<file path="src/rtl/lpm_pkg.sv">
package lpm_pkg;
    typedef enum logic [1:0] {
        MODE_RUN  = 2'b00,
        MODE_WAIT = 2'b01,
        MODE_DOZE = 2'b10,
        MODE_STOP = 2'b11
    } lp_mode_e;

    localparam logic [1:0] ADDR_SEL  = 2'd0;
    localparam logic [1:0] ADDR_MASK = 2'd1;
    localparam logic [1:0] ADDR_EN   = 2'd2;

    // Mode-select code to target mode; the reserved code falls back to wait
    function automatic lp_mode_e sel_to_mode(input logic [1:0] code);
        case (code)
            2'b01:   return MODE_DOZE;
            2'b10:   return MODE_STOP;
            default: return MODE_WAIT;
        endcase
    endfunction
endpackage

</file>
<file path="src/rtl/lpm_regs.sv">
module lpm_regs #(
    parameter int NPER = 8
) (
    input  logic            clk,
    input  logic            rst_n,
    input  logic            we,
    input  logic [1:0]      addr,
    input  logic [NPER-1:0] wdata,
    output logic [1:0]      sel,
    output logic [NPER-1:0] dmask,
    output logic [NPER-1:0] pen
);
    import lpm_pkg::*;

    typedef struct packed {
        logic [1:0]      sel;
        logic [NPER-1:0] dmask;
        logic [NPER-1:0] pen;
    } regs_t;

    regs_t r_d, r_q;

    always_comb begin
        r_d = r_q;
        if (we) begin
            case (addr)
                ADDR_SEL:  r_d.sel   = wdata[1:0];
                ADDR_MASK: r_d.dmask = wdata;
                ADDR_EN:   r_d.pen   = wdata;
                default:   ;
            endcase
        end
    end

    always_ff @(posedge clk) begin
        if (!rst_n) begin
            r_q.sel   <= 2'b00;
            r_q.dmask <= '0;
            r_q.pen   <= '1;
        end else begin
            r_q <= r_d;
        end
    end

    assign sel   = r_q.sel;
    assign dmask = r_q.dmask;
    assign pen   = r_q.pen;
endmodule

</file>
<file path="src/rtl/lpm_fsm.sv">
module lpm_fsm #(
    parameter int NPER = 8,
    parameter int NINT = 8,
    parameter int NEXT = 4
) (
    input  logic              clk,
    input  logic              rst_n,
    input  logic              stop_insn,
    input  logic [NINT-1:0]   irq_int,
    input  logic [NEXT-1:0]   irq_ext,
    input  logic [1:0]        sel,
    input  logic [NPER-1:0]   dmask,
    output lpm_pkg::lp_mode_e mode,
    output logic [NPER-1:0]   snap_mask
);
    import lpm_pkg::*;

    typedef struct packed {
        lp_mode_e        mode;
        logic [NPER-1:0] snap;
    } st_t;

    st_t s_d, s_q;
    logic any_int, any_ext;

    assign any_int = |irq_int;
    assign any_ext = |irq_ext;

    always_comb begin
        s_d = s_q;
        case (s_q.mode)
            MODE_RUN: begin
                if (stop_insn) begin
                    s_d.mode = sel_to_mode(sel);
                    s_d.snap = dmask;
                end
            end
            MODE_WAIT, MODE_DOZE: begin
                if (any_int || any_ext) s_d.mode = MODE_RUN;
            end
            MODE_STOP: begin
                if (any_ext) s_d.mode = MODE_RUN;
            end
            default: s_d.mode = MODE_RUN;
        endcase
    end

    always_ff @(posedge clk) begin
        if (!rst_n) begin
            s_q.mode <= MODE_RUN;
            s_q.snap <= '0;
        end else begin
            s_q <= s_d;
        end
    end

    assign mode      = s_q.mode;
    assign snap_mask = s_q.snap;
endmodule

</file>
<file path="src/rtl/lpm_gate.sv">
module lpm_gate #(
    parameter int NPER = 8
) (
    input  lpm_pkg::lp_mode_e mode,
    input  logic [NPER-1:0]   snap_mask,
    input  logic [NPER-1:0]   pen,
    output logic              cpu_en,
    output logic              mem_en,
    output logic              aon_en,
    output logic [NPER-1:0]   per_en
);
    import lpm_pkg::*;

    logic core_on, dozing, halted;

    assign core_on = (mode == MODE_RUN);
    assign dozing  = (mode == MODE_DOZE);
    assign halted  = (mode == MODE_STOP);

    assign cpu_en = core_on;
    assign mem_en = core_on;
    assign aon_en = !halted;

    for (genvar i = 0; i < NPER; i++) begin : g_per
        assign per_en[i] = pen[i] && !halted && !(dozing && snap_mask[i]);
    end
endmodule

</file>
<file path="src/rtl/lpm_ctrl.sv">
module lpm_ctrl #(
    parameter int NPER = 8,
    parameter int NINT = 8,
    parameter int NEXT = 4
) (
    input  logic            clk,
    input  logic            rst_n,
    input  logic            cfg_we,
    input  logic [1:0]      cfg_addr,
    input  logic [NPER-1:0] cfg_wdata,
    input  logic            stop_insn,
    input  logic [NINT-1:0] irq_int,
    input  logic [NEXT-1:0] irq_ext,
    output logic            cpu_clk_en,
    output logic            mem_clk_en,
    output logic [NPER-1:0] per_clk_en,
    output logic            aon_clk_en,
    output logic [1:0]      mode_o
);
    import lpm_pkg::*;

    logic [1:0]      sel;
    logic [NPER-1:0] dmask, pen, snap_mask;
    lp_mode_e        mode;

    lpm_regs #(.NPER(NPER)) u_regs (
        .clk(clk), .rst_n(rst_n), .we(cfg_we), .addr(cfg_addr), .wdata(cfg_wdata),
        .sel(sel), .dmask(dmask), .pen(pen)
    );

    lpm_fsm #(.NPER(NPER), .NINT(NINT), .NEXT(NEXT)) u_fsm (
        .clk(clk), .rst_n(rst_n), .stop_insn(stop_insn), .irq_int(irq_int),
        .irq_ext(irq_ext), .sel(sel), .dmask(dmask), .mode(mode), .snap_mask(snap_mask)
    );

    lpm_gate #(.NPER(NPER)) u_gate (
        .mode(mode), .snap_mask(snap_mask), .pen(pen),
        .cpu_en(cpu_clk_en), .mem_en(mem_clk_en), .aon_en(aon_clk_en), .per_en(per_clk_en)
    );

    assign mode_o = mode;
endmodule

</file>
<file path="config.mk">
export PLATFORM = sky130hd
export DESIGN_NAME = lpm_ctrl
export DESIGN_NICKNAME = d
export VERILOG_FILES = /design/src/rtl/lpm_pkg.sv /design/src/rtl/lpm_regs.sv /design/src/rtl/lpm_fsm.sv /design/src/rtl/lpm_gate.sv /design/src/rtl/lpm_ctrl.sv
export SDC_FILE = /design/constraint.sdc
export NUM_CORES = 1
export LEC_CHECK = 0
export BUFFER_PORTS_ARGS = -buffer_cell sky130_fd_sc_hd__buf_4
export CORE_MARGIN = 3
export CORE_UTILIZATION = 35
export DETAILED_ROUTE_END_ITERATION = 8
export PLACE_DENSITY = 0.55
export SLEW_MARGIN = 20
export SYNTH_ARGS = -nofsm -noshare
export SYNTH_HDL_FRONTEND = slang
export SYNTH_HIERARCHICAL = 1
export SYNTH_SLANG_ARGS = --single-unit
</file>
<file path="constraint.sdc">
create_clock -name clk -period 2.4 [get_ports clk]
set_input_delay 0 -clock clk [delete_from_list [all_inputs] [get_ports clk]]
set_output_delay 0 -clock clk [all_outputs]
set_load 0.01 [all_outputs]
</file>
After elaboration in Yosys (flattened, before gate mapping):

Cells that the tools add are included.

* equal/unequal tests: 10
* muxes and demuxes: 5
* reductions and logical operators: 44

Operators with widths (count)
* 1-bit logical AND: 24
* 10-bit 2-to-1 mux: 1
* 1-bit zero test: 9
* 2-bit equality test, second input constant: 4
* 2-bit AND reduction: 4
* 8-bit OR reduction: 1
* 2-bit by 1-bit equality test with 1-bit output, second input constant: 3
* 2-bit one-hot mux with 3 select lines: 1
* 2-bit zero test: 2
* 2-bit 2-to-1 mux: 2
* 2-bit inequality test, second input constant: 2
* 2-bit one-hot mux with 2 select lines: 1
* 4-bit OR reduction: 1
* 3-bit AND reduction: 1
* 2-bit by 1-bit inequality test with 1-bit output, second input constant: 1
* 2-bit OR reduction: 1
* 1-bit logical OR: 1

* word-level logic and storage cells: 64
* input port bits: 26
* output and inout bits: 13
* register bits: 28

Longest topological paths before layout:

* depth after elaboration: 4
* mapped depth: 6
* gate-level depth less buffers: 6

By module:

Netlist, hierarchy kept.

By module, submodules not included
* lpm_regs: cells each 81, instances 1, seq. area each 360.3 um2, area an instance 775.7 um2
* lpm_fsm: cells each 58, instances 1, seq. area each 200.2 um2, area an instance 544.3 um2
* lpm_gate: cells each 21, instances 1, seq. area each 0.0 um2, area an instance 123.9 um2

Least setup slack after synthesis:

No wires, ideal clock.

* path kind: reg-to-reg
* start: reg, netlist name u_fsm/mode[0]
* end: reg, netlist name u_fsm/mode[0]
* arrival: 1.474 ns
* slack: 0.854 ns
* stages on the path, launching flop included: 7
* required time: 2.328 ns
* buffers on the path: 0
* clock period less this slack: 1.546 ns
* cells stage by stage: dfxtp_1 inv_1 ha_1 nor4b_2 a31oi_4 o22ai_4 mux2i_1

* longest elaborated chain between the ends: 4
* elaborated cells between the ends (all ways): 10
* classes of those cells: eq/ne: 6; mux: 1; reduce/logical: 3

RTL lines
* 2-bit by 1-bit equality test with 1-bit output or 2-bit equality test (tied branches): RTL line lpm_fsm.sv:31 `case (s_q.mode)`
* 2-bit OR reduction: RTL line lpm_fsm.sv:31
* 2-bit by 1-bit inequality test with 1-bit output (no source line)
* 3-bit AND reduction (no source line)

Several ways; a longest one is shown, not always the timed one.
A chain may end at the register's enable or synchronous reset.

Final worst setup path:

* start: reg, netlist name u_fsm/mode[0]
* end: reg, netlist name u_fsm/mode[0]

* longest elaborated chain between the ends: 4
* elaborated cells between the ends (all ways): 10
* classes of those cells: eq/ne: 6; mux: 1; reduce/logical: 3

RTL lines (RTL line)
* 2-bit by 1-bit equality test with 1-bit output or 2-bit equality test (tied branches): lpm_fsm.sv:31
* 2-bit OR reduction: lpm_fsm.sv:31
* 2-bit by 1-bit inequality test with 1-bit output (no source line)
* 3-bit AND reduction (no source line)

Several ways; a longest one is shown, not always the timed one.

==> qor.csv <==
metric,value,unit
status,completed,
slew of the pin with the lowest slew margin,0.4870,ns
Seq cells post-synth,28,
largest family of logic cells by synthesized area,simple AND/OR/NAND/NOR gates,
WL per Instance,14.19,um
Finished Cell Area,1789,um2
"commonest non-fill, non-tap cell in the layout",buf_4,
Post-Synth Adder-Cell Area,0.03466,
first-pass GRT wire length,5678,um
Power Total,0.0008995,W
post-synthesis mux area share,0.08319,
P_leak,0.7364,nW
P&R area growth vs syn,23.92,%
pwr dens,502.7,nW/um2
simple-gate share of the synthesized area,0.2496,
Worst Skew,0.001540,ns
GR Overflow Total,0,
antenna cell count,0,
Clock transition at path regs,0.09,ns
layout cell share with drive strength beyond 1,0.2526,
synthesized cell area,1444,um2
CTS Buffer Depth,2,
"EDFF count, synth",0,
Synth warnings,6,
worst path bufs/invs,1,
GRT busiest layer,met2,
DR pass1 iterations,4,
critical path class,reg2reg,
"CP delay by family, top",flip-flops,
initial antenna violation count,0,
final hold vios,0,
post_cts resized,0,
setup TNS,0,ns
Crit path largest cell delay,0.34,ns
Die Span Y,70.23,um
clk sinks,28,
Placed Area,1698,um2
syn avg cell area,9.024,um2
Die Width,70.23,um
most frequent cells in the layout,"buf_4 (40), nand2_1 (30), dfxtp_1 (28)",
crit path cell chain,inv_1 -> ha_1 -> nor4b_2 -> a31oi_4 -> o22ai_4 -> mux2i_1,
Vias,1197,
vias per cell,4.946,
Final HPWL DP,2649,um
Final Core Density,0.4676,
fin crit share,0.6166,
met1 global-route usage,0.1969,
RSZ-0062 raised after global routing,no,
PortBufs,38,
Core Area,3826,um2
root buffer cell,clkbuf_8,
Die ar.,4932,um2
post-synth top area cell,dfxtp_1,
critical path's slowest cell,dfxtp_1,
sequential-to-total area share from yosys stat,0.3882,
crit-path max FO,2,
Synth Instances,160,
DRC Markers,0,
fin nets,226,
CTS H-tree lvls,1,
Worst Path Arrival,1.68,ns
Site Rows,22,
worst path required time,2.60,ns
xor/xnor share of the synthesized area,0,
pin count of the biggest net entering global routing,39,
CTS tree,yes,
synth unique cells,26,
share of the synthesized area in the top cell type,0.3882,
met3 Use GR,0.02014,
Num CTS Buffers,3,
Final Wtd Congestion,0.7750,
Final setup viols,0,
hold slack final,0.01519,ns
Hold Path Class,in2reg,
ys async rst share,0,
Starting Density,0.3774,
"top cells by area, synth","dfxtp_1 (39%), mux2i_1 (8.3%), nand2_1 (7.8%)",
Post-Route WL,3435,um
GRT Resource Usage Total,0.1432,
CP Capture Type,flip-flop,
fin. max-slew vios,0,
clk_lat worst skew,0.27,ns
Max Cap Viol,0,
met2 usage,0.2360,
Slew headroom,0.6753,
Max VDD drop,0.2328,mV
vias in the first global route,1159,
crit start category,flip-flop,
fmax,675.7,MHz
shortest period the worst path allows,1.480,ns
Compound-Gate Fraction of Synth Area,0.1395,
iteration-0 DRC count of the detailed router,60,
Mapped Nets,190,
I/O pins,39,
Post-DRT Antenna Nets,0,
most common flop cell mapped by yosys,dfxtp_1,
## layout make-up
cell class,instances,area (um2)
Fill cell,372,2037
Inverter,12,45.04
Timing Repair Buffer,45,350.3
Tap cell,48,60.06
Clock buffer,3,41.29
Multi-Input combinational cell,106,732.0
Sequential cell,28,560.5
## stage by stage
stage | instances | setup WS, ns
final | 242 | 0.9201
after global routing | 242 | 0.7891
after CTS | 242 | 0.9134
after detailed placement | 234 | 0.9338
after global placement | 234 | 0.9971
after floorplan | 160 | 0.8542
## tightest hold or removal path, stage by stage
cell and delay [ns]:
buf_4 0.12, nand2_1 0.05, mux2i_1 0.07
## synthesized netlist by cell type, drive strengths merged, types with 2 or more instances
master / number
a21boi: 8
and2: 8
and3b: 2
buf: 9
clkbuf: 5
dfxtp: 28
ha: 4
inv: 12
mux2i: 12
nand2: 30
nand3: 8
nand4b: 10
nor2: 2
o211ai: 8
o21ai: 8
## cells by family (layout without fill, tap and decap cells)
logic type      after synthesis  count (layout)
buf+inv                      26              60
fa+ha+maj                     4               4
mux                          12              12
compound gates               26              26
flops                        28              28
simple gates                 64              64
## power by group
group / internal, W / switching [W]
registers: 0.000481 / 0.00000902
clock network: 0.000112 / 0.000135
logic: 0.0000822 / 0.0000800
## routing by layer
metal	part of all wire	vias to the layer above	wire (um)
met5	0	-	0
met4	0.0035	0	12
met3	0.040	2	136
met2	0.48	23	1656
met1	0.47	561	1629
li1	-	611	-
## what timing repair did
| action | 4_1_cts | 5_1_grt |
|---|---|---|
| setup buffers | 0 | 0 |
| endpoints found under the hold margin | 5 | 0 |
| setup endpoints to repair | 0 | 0 |
| hold buffers | 5 | 0 |
## path summary, 6_finish.rpt
path | from | end | slack (ns) | cells after the start
setup / recovery | u_fsm/mode[0]$_SDFFE_PN0P_ | u_fsm/mode[0]$_SDFFE_PN0P_ | 0.92 | 6
hold / removal | cfg_wdata[5] | u_regs/dmask[5]$_SDFFE_PN0P_ | 0.02 | 3
setup reg to reg | u_fsm/mode[0]$_SDFFE_PN0P_ | u_fsm/mode[0]$_SDFFE_PN0P_ | 0.92 | 6
hold reg to reg | u_fsm/snap_mask[7]$_SDFFE_PN0P_ | u_fsm/snap_mask[7]$_SDFFE_PN0P_ | 0.46 | 2
## state kept, by name (all words and copies together), names as in the netlist
register	cells
u_regs/pen	8
u_regs/dmask	8
u_fsm/mode	2
u_regs/sel	2
u_fsm/snap_mask	8
(Power assumes the default switching activity.)
